## src/rtl/nirq_pkg.sv

```systemverilog
package nirq_pkg;
  localparam int PRIO_W = 4;
  localparam int THR_W  = PRIO_W + 1;
  localparam int WORD_W = 32;

  // Priority passes a threshold when not below it (threshold one bit wider)
  function automatic logic thr_pass(input logic [PRIO_W-1:0] p,
                                    input logic [THR_W-1:0] thr);
    return {1'b0, p} >= thr;
  endfunction

  // Build the result word: number shifted by two, or the lone no-IRQ bit
  function automatic logic [WORD_W-1:0] fmt_word(input logic found,
                                                 input logic [WORD_W-3:0] idx);
    logic [WORD_W-1:0] w;
    if (found) w = {idx, 2'b00};
    else       w = {1'b1, {(WORD_W-1){1'b0}}};
    return w;
  endfunction
endpackage

```

## src/rtl/nirq_qualify.sv

```systemverilog
module nirq_qualify
  import nirq_pkg::*;
#(
  parameter int NUM_IRQ = 32
) (
  input  logic [NUM_IRQ-1:0]        irq_pending,
  input  logic [NUM_IRQ-1:0]        irq_enable,
  input  logic [NUM_IRQ*PRIO_W-1:0] irq_prio,
  input  logic [THR_W-1:0]          preempt,
  input  logic [THR_W-1:0]          ppreempt,
  output logic [NUM_IRQ-1:0]        cand_next,
  output logic [NUM_IRQ-1:0]        cand_line
);
  for (genvar i = 0; i < NUM_IRQ; i++) begin : g_q
    logic live;
    assign live         = irq_pending[i] & irq_enable[i];
    assign cand_next[i] = live & thr_pass(irq_prio[i*PRIO_W +: PRIO_W], ppreempt);
    assign cand_line[i] = live & thr_pass(irq_prio[i*PRIO_W +: PRIO_W], preempt);
  end
endmodule

```

## src/rtl/nirq_arbiter.sv

```systemverilog
module nirq_arbiter
  import nirq_pkg::*;
#(
  parameter int NUM_IRQ = 32,
  localparam int IDX_W  = (NUM_IRQ > 1) ? $clog2(NUM_IRQ) : 1
) (
  input  logic [NUM_IRQ-1:0]        cand,
  input  logic [NUM_IRQ*PRIO_W-1:0] irq_prio,
  output logic                      found,
  output logic [IDX_W-1:0]          win_idx
);
  logic [PRIO_W-1:0] best;

  // Ascending scan; strict compare keeps the lowest index on a tie
  always_comb begin
    found   = 1'b0;
    best    = '0;
    win_idx = '0;
    for (int i = 0; i < NUM_IRQ; i++) begin
      if (cand[i] && (!found || irq_prio[i*PRIO_W +: PRIO_W] > best)) begin
        found   = 1'b1;
        best    = irq_prio[i*PRIO_W +: PRIO_W];
        win_idx = IDX_W'(i);
      end
    end
  end
endmodule

```

## src/rtl/nirq_select.sv

```systemverilog
module nirq_select
  import nirq_pkg::*;
#(
  parameter int NUM_IRQ = 32,
  localparam int IDX_W  = (NUM_IRQ > 1) ? $clog2(NUM_IRQ) : 1
) (
  input  logic                      clk,
  input  logic                      rst_n,
  input  logic [NUM_IRQ-1:0]        irq_pending,
  input  logic [NUM_IRQ-1:0]        irq_enable,
  input  logic [NUM_IRQ*PRIO_W-1:0] irq_prio,
  input  logic [THR_W-1:0]          preempt,
  input  logic [THR_W-1:0]          ppreempt,
  input  logic                      rd_en,
  input  logic                      upd_req,
  output logic [WORD_W-1:0]         next_word,
  output logic                      mext_pending,
  output logic                      claim_valid,
  output logic [IDX_W-1:0]          claim_irq,
  output logic                      ctx_update
);
  logic [NUM_IRQ-1:0] cand_next;
  logic [NUM_IRQ-1:0] cand_line;
  logic               found;
  logic [IDX_W-1:0]   win_idx;
  logic               claim_ev;
  logic               update_ev;

  nirq_qualify #(.NUM_IRQ(NUM_IRQ)) u_qual (
    .irq_pending (irq_pending),
    .irq_enable  (irq_enable),
    .irq_prio    (irq_prio),
    .preempt     (preempt),
    .ppreempt    (ppreempt),
    .cand_next   (cand_next),
    .cand_line   (cand_line)
  );

  nirq_arbiter #(.NUM_IRQ(NUM_IRQ)) u_arb (
    .cand     (cand_next),
    .irq_prio (irq_prio),
    .found    (found),
    .win_idx  (win_idx)
  );

  assign next_word    = fmt_word(found, (WORD_W-2)'(win_idx));
  assign mext_pending = |cand_line;
  assign claim_ev     = rd_en & found;
  assign update_ev    = rd_en & upd_req;

  always_ff @(posedge clk) begin
    if (!rst_n) begin
      claim_valid <= 1'b0;
      claim_irq   <= '0;
      ctx_update  <= 1'b0;
    end else begin
      claim_valid <= claim_ev;
      ctx_update  <= update_ev;
      if (claim_ev) claim_irq <= win_idx;
    end
  end
endmodule

```

## config.mk

```make
export PLATFORM = sky130hd
export DESIGN_NAME = nirq_select
export DESIGN_NICKNAME = d
export VERILOG_FILES = /design/src/rtl/nirq_pkg.sv /design/src/rtl/nirq_qualify.sv /design/src/rtl/nirq_arbiter.sv /design/src/rtl/nirq_select.sv
export SDC_FILE = /design/constraint.sdc
export NUM_CORES = 1
export LEC_CHECK = 0
export ABC_AREA = 1
export BUFFER_PORTS_ARGS = -buffer_cell sky130_fd_sc_hd__buf_2
export CORE_ASPECT_RATIO = 1.75
export CORE_UTILIZATION = 45
export DETAILED_ROUTE_END_ITERATION = 8
export PLACE_DENSITY_LB_ADDON = 0.3
export SETUP_SLACK_MARGIN = 0.5
export SYNTH_ARGS = -nofsm -noshare
export SYNTH_HDL_FRONTEND = slang
export SYNTH_SLANG_ARGS = --single-unit
```

## constraint.sdc

```tcl
create_clock -name clk -period 59.7 [get_ports clk]
set_input_delay 5.97 -clock clk [delete_from_list [all_inputs] [get_ports clk]]
set_output_delay 5.97 -clock clk [all_outputs]
set_load 0.01 [all_outputs]
```

## Word-level counts from Yosys, hierarchy flattened

Index checks and enable logic that the tools add are counted.

- $lt $le $gt $ge: 95
- Mux-type cells: 95
- Bitwise operators: 98
- Reduce and logical (&&, ||, !) cells: 94

Operators with widths:

| cell | count |
|---|---|
| $ge A4 B5 Y1 | 64 |
| $mux W4 | 39 |
| $gt A4 B4 Y1 | 31 |
| $and A1 B1 Y1 | 98 |
| $mux W5 | 16 |
| $mux W1 | 33 |
| $mux W32 | 1 |
| $reduce_or A32 Y1 | 1 |
| $logic_and A1 B1 Y1 | 31 |
| $logic_not A1 Y1 | 31 |
| $logic_or A1 B1 Y1 | 31 |
| $mux W3 | 4 |
| $mux W2 | 2 |

- Register bits: 7
- Input port bits: 206
- Logic and storage cells: 385

## Depth between registers and ports, before layout

Gate-level depths: netlist of run 1.

- Depth in word-level cells: 128
- Mapped depth: 343
- Depth with buffers taken out: 325

## Hierarchy

From an unflattened synthesis of run 1, not the netlist that was laid out.

- Cells, all modules: 2535
- Area, all modules: 14207.4 um^2

By module, submodules not included:

| module | instances | cells an instance | area an instance (um^2) | seq. area each (um^2) |
|---|---|---|---|---|
| nirq_qualify | 1 | 1308 | 7548.5 | 0.0 |
| nirq_arbiter | 1 | 1117 | 6007.0 | 0.0 |
| nirq_select | 1 | 110 | 651.9 | 140.1 |

## Least setup slack after synthesis of run 1

Ideal clock, no wire load.

- Path kind: input port to output port
- From: in ppreempt[3]
- To: out next_word[6]
- Data arrival time: 39.189 ns
- Required time: 53.730 ns
- Path slack: 14.541 ns
- Stages: 333
- Buffers on the path: 18
- Cells stage by stage: inv_1 ha_1 nand2_1 nor2_2 nand2_1 nand3_2 nand2_4 inv_2 nand2_1 ha_1 nand2_1 inv_2 nand3_1 nand2_2 nand3_1 nand2_2 o21ai_0 ha_1 (+297 left out) nand2_1 nand2_1 nand2_1 inv_1 o21bai_1 ha_1 inv_1 nor2_1 o21bai_1 nand2_1 o21ai_0 nand2_1 a21oi_1 nand2_1 nor3b_1 nand2_1 nor2_1 inv_2

- Cells in the longest elaborated chain, start to end: 128
- Elaborated cells between the ends (all ways): 268
- Classes of those cells: order compare (63); mux (80); bitwise (32); reduce/logical (93)

RTL lines:

| item | line | RTL |
|---|---|---|
| start: declaration | nirq_select.sv:13 | `input logic [THR_W-1:0] ppreempt,` |
| $ge A4 B5 Y1 | nirq_pkg.sv:9 | `return {1'b0, p} >= thr;` |
| $and A1 B1 Y1 | nirq_qualify.sv:17 | `assign cand_next[i] = live & thr_pass(irq_prio[i*PRIO_W +: PRIO_W], ppreempt);` |
| $mux W4 / $mux W1 (equally long branches) | nirq_arbiter.sv:20 | `if (cand[i] && (!found \|\| irq_prio[i*PRIO_W +: PRIO_W] > best)) begin` |
| $gt A4 B4 Y1 / $logic_not A1 Y1 (equally long branches) | nirq_arbiter.sv:20 |  |
| $logic_or A1 B1 Y1 | nirq_arbiter.sv:20 |  |
| $logic_and A1 B1 Y1 | nirq_arbiter.sv:20 |  |
| $mux W4 / $mux W1 (equally long branches) | nirq_arbiter.sv:20 |  |
| $gt A4 B4 Y1 / $logic_not A1 Y1 (equally long branches) | nirq_arbiter.sv:20 |  |
| (+112 left out) | n/a |  |
| $logic_or A1 B1 Y1 | nirq_arbiter.sv:20 |  |
| $logic_and A1 B1 Y1 | nirq_arbiter.sv:20 |  |
| $mux W4 / $mux W1 (equally long branches) | nirq_arbiter.sv:20 |  |
| $gt A4 B4 Y1 / $logic_not A1 Y1 (equally long branches) | nirq_arbiter.sv:20 |  |
| $logic_or A1 B1 Y1 | nirq_arbiter.sv:20 |  |
| $logic_and A1 B1 Y1 | nirq_arbiter.sv:20 |  |
| $mux W5 / $mux W1 (equally long branches) | nirq_arbiter.sv:20 |  |
| $mux W32 (*) | nirq_pkg.sv:16 | `if (found) w = {idx, 2'b00};` |
| end: declaration | nirq_select.sv:16 | `output logic [WORD_W-1:0] next_word,` |

Every way passes the cells marked *; elsewhere a longest branch is shown, timed or not.

## Final worst setup path of run 1

- From: in ppreempt[4]
- To: out next_word[6]

The elaborated chain is that of the path after synthesis.

==> run_results.csv, run 1 <==
group,metric,value,unit
placed_design,dp.cells,2444,
placed_design,dpl.hpwl,31.9,mm
status,status,"finished, final reports clean",
route,via_per_inst,5.34,
clock_tree,clk_pin_slew,0.04,ns
synth,postSynth.asyncResetShare,0,
finish,nNetsFinal,2648,
critical_path,path_max_fanout,30,
route,drc_errors,0,
clock_tree,holdBufCountCts,0,
route,ant_nets,0,
placed_design,gp_congestion,0.930,
global_route,grt_pass1_vias,12800,
route,vias,13100,
floorplan,die_area,28100,um2
synth,synthFlopType,"dfxtp_1",
critical_path,crit_required,53.73,ns
sta,finClkSkew,0,ns
global_route,grt_antenna_before_repair,5,
floorplan,start_util,0.460,
critical_path,start_kind,"input port",
critical_path,worst_path_max_delay_cell,"inv_6",
critical_path,end_kind,"output pin",
synth,netlist_area,12300,um2
pwr,ir_drop,0.0136,mV
sta,maxSlewHeadroom,0.583,
clock_tree,cts_root_buffer,"clkbuf_16",
min_path,hold_path_class,"reg -> reg",
clock_tree,post_cts_buffers,0,
global_route,grt_overflow_total,0,
floorplan,fp.dieW,127,um
placed_design,placed_area,13600,um2
floorplan,die_y,221,um
finish,finalNonFillerCells,2452,
critical_path,rrSetupSlack,59.02,ns
sta,worst_pin_slew,0.626,ns
route,dr.first_iter.drc_count,479,
synth,synthDistinctLibCells,53,
synth,syn-instance-count,1872,
critical_path,crit_family,"simple AND/OR/NAND/NOR gates",
finish,final_cell_area,13700,um2
flow_run,maxCapViolations,0,
clock_tree,clkLatencyLatePin,0.23,ns
sta,min_period_over_period,0.837,
sta,maxSlewViolCount,0,
sta,tns,0,ns
route,drtPass1Iterations,5,
synth,yosysWarnings,0,
pwr,power_density,16.8,nW/um2
global_route,grt_usage,0.271,
pwr,p_leak,8.34,nW
clock_tree,clkSinkCount,7,
synth,syn_avg_cell_area,6.58,um2
floorplan,ioPinCount,246,
critical_path,worst-path-buf-inv,36,
route,wire_per_inst,15.6,um
finish,drive_gt1_frac,0.186,
sta,fmax,20.0,MHz
sta,rsz0062_at_grt,"no",
floorplan,num_rows,79,
clock_tree,cts_buffers,3,
clock_tree,cts_resized,0,
sta,holdWs,0.475,ns
global_route,grt_max_degree,33,
synth,synth_seq_cells,7,
placed_design,io_buffers,219,
sta,finalCriticalPeriod,49.95,ns
sta,hold_violations,0,
synth,seq_area_frac_synth,0.0114,
finish,area_growth,11.2,%
clock_tree,htreeDepth,1,
global_route,grt_pass1_wl,61.3,mm
synth,synth-edff-count,0,
critical_path,critPathMaxStageDelay,0.36,ns
critical_path,arrival,43.98,ns
clock_tree,cts_tree,"yes",
critical_path,path_class,"in -> out",
sta,finalSetupViolations,0,
clock_tree,max-clock-path-buffers,2,
route,routed_wl,38.3,mm
critical_path,critPathMostFrequentCell,"nand2_1",
pwr,p_total,0.000231,W
floorplan,core_area,26800,um2
==> sequential cells by signal (all words and copies together), names as in the netlist <==
register	count
claim_valid	1
claim_irq	5
ctx_update	1
==> cell type report <==
type	instances	area [um2]
Fill cell	2786	13100
Inverter	333	1290
Sequential cell	7	140
Multi-Input combinational cell	1509	10500
Antenna cell	4	10.0
Clock buffer	4	78.8
Timing Repair Buffer	231	1190
Tap cell	364	455
==> power breakdown <==
part           leakage, nW  internal (W)  switching, W
Clock               0.0382    0.00000887    0.00000239
Combinational         8.24     0.0000840      0.000130
Sequential          0.0578    0.00000547   0.000000371
Total                 8.34     0.0000983      0.000132
==> per-stage QoR <==
step | utilization | worst slack, ns
after CTS | 0.511 | 9.75
after global placement | 0.508 | 10.92
after detailed placement | 0.508 | 9.85
final | 0.512 | 9.75
after floorplan | - | 14.54
after global routing | 0.512 | 5.20
==> kinds of logic (layout without fill, tap and decap cells) <==
| family | Yosys count | after routing | share of synthesized area |
|---|---|---|---|
| compound gates | 368 | 368 | 0.192 |
| fa+ha+maj | 357 | 357 | 0.362 |
| other cells | 1 | 30 | 0.000304 |
| flops | 7 | 7 | 0.0114 |
| buf+inv | 381 | 568 | 0.140 |
| simple gates | 758 | 758 | 0.294 |
==> routing by layer <==
layer	up-vias	routed length, um	global-route usage
met2	294	20500	0.542
met5	-	9	0
met4	2	2180	0.140
met1	5953	14500	0.272
li1	6733	-	-
met3	120	1120	0.0167
==> worst min-delay path: stages (launching register included) <==
cell	delay, ns
dfxtp_1	0.31
nand3_1	0.08
nand2_1	0.05
==> cells in the mapped netlist, types with 3 or more instances <==
library cell	instances	area share
a21boi_0	33	0.020
a21oi_1	70	0.028
buf_4	27	0.016
buf_6	17	0.016
dfxtp_1	7	0.011
ha_1	357	0.36
inv_1	303	0.092
inv_2	24	0.0073
nand2_1	359	0.11
nand2_2	75	0.038
nand2_4	8	0.0073
nand3_1	153	0.062
nand3_2	9	0.0073
nand4_1	61	0.031
nor2_1	55	0.017
nor2_2	3	0.0015
nor3_1	5	0.0020
o211ai_1	23	0.014
o21a_1	64	0.039
o21ai_0	96	0.039
o21ai_1	7	0.0028
o21ai_2	5	0.0036
o21bai_1	56	0.034
or2_1	3	0.0015
or2_2	17	0.0086
==> path summary, 6_finish.rpt <==
path / start / cells after the start / end
worst min register to register: claim_irq[3] / 2 / claim_irq[3]
worst max register to register: claim_irq[2] / 4 / claim_irq[2]
worst max-delay path: ppreempt[4] / 309 / next_word[6]
worst min-delay path: claim_irq[3] / 2 / claim_irq[3]
==> placed cells by master (no fill, tap or decap), types with 7 or more instances in the layout <==
cell type,Yosys,routed
inv_1,303,303
o21ai_1,7,7
nand2_4,8,8
conb_1,1,26
buf_2,1,219
a21boi_0,33,33
o21a_1,64,64
or2_2,17,17
o21bai_1,56,56
buf_4,27,12
nand2_2,75,75
dfxtp_1,7,7
nand3_1,153,153
o211ai_1,23,23
nor2_1,55,55
nand2_1,359,359
nand4_1,61,61
inv_2,24,24
nand3_2,9,9
ha_1,357,357
a21oi_1,70,70
o21ai_0,96,96
Power figures use the tool's default switching activity.
==> run 2, diff against run 1 <==
- clock period: 59.7 -> 47.4 ns (I/O delays scaled with it)
==> run 2 against run 1 <==
Against the previous run: clock power up 28%; register-to-register slack worse by 12 ns; utilization up 3.8 points; wire length up 5.8%; via count up 5.0%; combinational power up 43%.
==> run_results.csv, run 2 (synthesis gave the netlist of run 1 again) <==
group,metric,value,unit
critical_path,arrival,39.13,ns
route,via_per_inst,5.43,
critical_path,end_kind,"output pin",
critical_path,startpoint,"ppreempt[2]",
clock_tree,clkLatencyLatePin,0.23,ns
placed_design,io_buffers,219,
clock_tree,cts_tree,"yes",
status,status,"finished, final reports clean",
critical_path,worstRegToRegCells,2,
sta,hold_violations,0,
placed_design,place_ws,0.371,ns
route,drtPass1Iterations,5,
sta,worst_slack,3.53,ns
route,wire_per_inst,16.0,um
critical_path,path_class,"in -> out",
critical_path,r2r-end,"claim_irq[1]",
sta,min_period_over_period,0.926,
critical_path,rrSetupSlack,46.73,ns
pwr,ir_drop,0.0144,mV
floorplan,die_area,28100,um2
floorplan,die_y,221,um
critical_path,critPathMaxStageDelay,0.32,ns
sta,finalSetupViolations,0,
sta,worst_pin_slew,0.723,ns
finish,drive_gt1_frac,0.251,
global_route,grt_max_degree,33,
sta,tns,0,ns
critical_path,critPathMostFrequentCell,"nand2_1",
global_route,grt_pass1_vias,12900,
floorplan,start_util,0.460,
floorplan,fp.dieW,127,um
sta,rsz0062_at_grt,"no",
route,vias,13800,
critical_path,timing.rr.start,"claim_irq[1]",
sta,maxSlewHeadroom,0.514,
critical_path,start_kind,"input port",
clock_tree,clk_pin_slew,0.04,ns
pwr,p_leak,8.80,nW
route,dr.first_iter.drc_count,652,
sta,holdWs,0.471,ns
route,routed_wl,40.5,mm
sta,finClkSkew,0,ns
finish,largest_reg_flops,5,
route,ant_nets,0,
finish,final_cell_area,14700,um2
sta,fmax,22.8,MHz
clock_tree,cts_root_buffer,"clkbuf_16",
clock_tree,cts_buffers,3,
flow_run,maxCapViolations,0,
placed_design,dpl.hpwl,32.3,mm
global_route,grt_overflow_total,0,
critical_path,critPathCapture,"next_word[5]",
finish,top_register,"claim_irq",
finish,top_regs,"claim_irq: 5 flops, claim_valid: 1 flops, ctx_update: 1 flops",
floorplan,core_area,26800,um2
finish,nNetsFinal,2726,
min_path,hold_path_class,"reg -> reg",
critical_path,crit_required,42.66,ns
sta,finalCriticalPeriod,43.87,ns
finish,post-route-util,0.550,
global_route,grt_antenna_before_repair,5,
sta,maxSlewViolCount,0,
finish,area_growth,19.5,%
placed_design,gp_congestion,0.947,
clock_tree,holdBufCountCts,0,
global_route,grt_pass1_wl,62.4,mm
pwr,power_density,22.3,nW/um2
finish,final_common_cell,"ha_1",
clock_tree,max-clock-path-buffers,2,
floorplan,ioPinCount,246,
clock_tree,htreeDepth,1,
finish,num-fill-cells,2639,
critical_path,worst_path_max_delay_cell,"ha_1",
placed_design,placed_area,13600,um2
global_route,grt_usage,0.277,
min_path,hold_start,"claim_irq[4]",
finish,final_cell_mix,"ha_1 (350), nand2_1 (330), inv_1 (300), buf_2 (219), nand3_1 (151)",
critical_path,path_max_fanout,12,
clock_tree,clkSinkCount,7,
floorplan,num_rows,79,
route,drc_errors,0,
[run 2: cell count changes in the layout (fill, tap and decap cells not counted), sizes merged]
| cell | before | now |
|---|---|---|
| diode | 4 | 6 |
| nand2 | 443 | 458 |
| buf | 231 | 294 |
| clkinv | 3 | 2 |
| inv | 330 | 331 |
[run 2: layout make-up]
class	count	area [um2]	area share
well taps	364	455	0.0309
flip-flops and latches	7	140	0.00951
diodes	6	15.0	0.00102
repair buffers	294	1670	0.113
inverters	333	1290	0.0875
multi-input cells	1524	11100	0.753
clock buffers	4	78.8	0.00535
[run 2: power by group]
part	switching [W]	total [W]	internal, W
Combinational	0.000182	0.000306	0.000125
Sequential	0.000000448	0.00000733	0.00000688
Clock	0.00000332	0.0000145	0.0000112
Total	0.000185	0.000328	0.000143
[run 2: worst max-delay path: cells and delay by family]
kind	cells	cell delay, ns
AO/OA/AOI/OAI	66	7.23
adder cells (fa/ha/maj)	32	9.47
buffers and inverters	38	2.34
AND/OR/NAND/NOR	183	15.32
[run 2: repair_timing]
action	4_1_cts	5_1_grt
cloned	0	15
pin swaps	0	85
setup endpoints to repair	2	5
setup buffers	0	63
gates resized for setup	9	156
[run 2: metal layers]
layer | share of wire | vias up | global-route usage
met5 | 0.00039 | - | 0
met4 | 0.064 | 2 | 0.151
met3 | 0.038 | 144 | 0.0193
met2 | 0.53 | 410 | 0.548
met1 | 0.37 | 6280 | 0.278
li1 | - | 6920 | -
[run 2: worst min-delay path by stage]
stage / slack, ns / cells after the start / endpoint
floorplan: 0.49 / 2 / claim_irq[4]
global placement: 0.46 / 2 / claim_irq[4]
detailed placement: 0.46 / 2 / claim_irq[4]
CTS: 0.47 / 2 / claim_irq[4]
global route: 0.48 / 2 / claim_irq[4]
finish: 0.47 / 2 / claim_irq[4]
[run 2: per-stage QoR]
step | instances | power (W)
4_1_cts | 2448 | 0.000291
3_5_place_dp | 2444 | 0.000275
6_report | 2532 | 0.000328
5_1_grt | 2530 | 0.000372
3_3_place_gp | 2444 | 0.000266
2_1_floorplan | 1897 | 0.000210
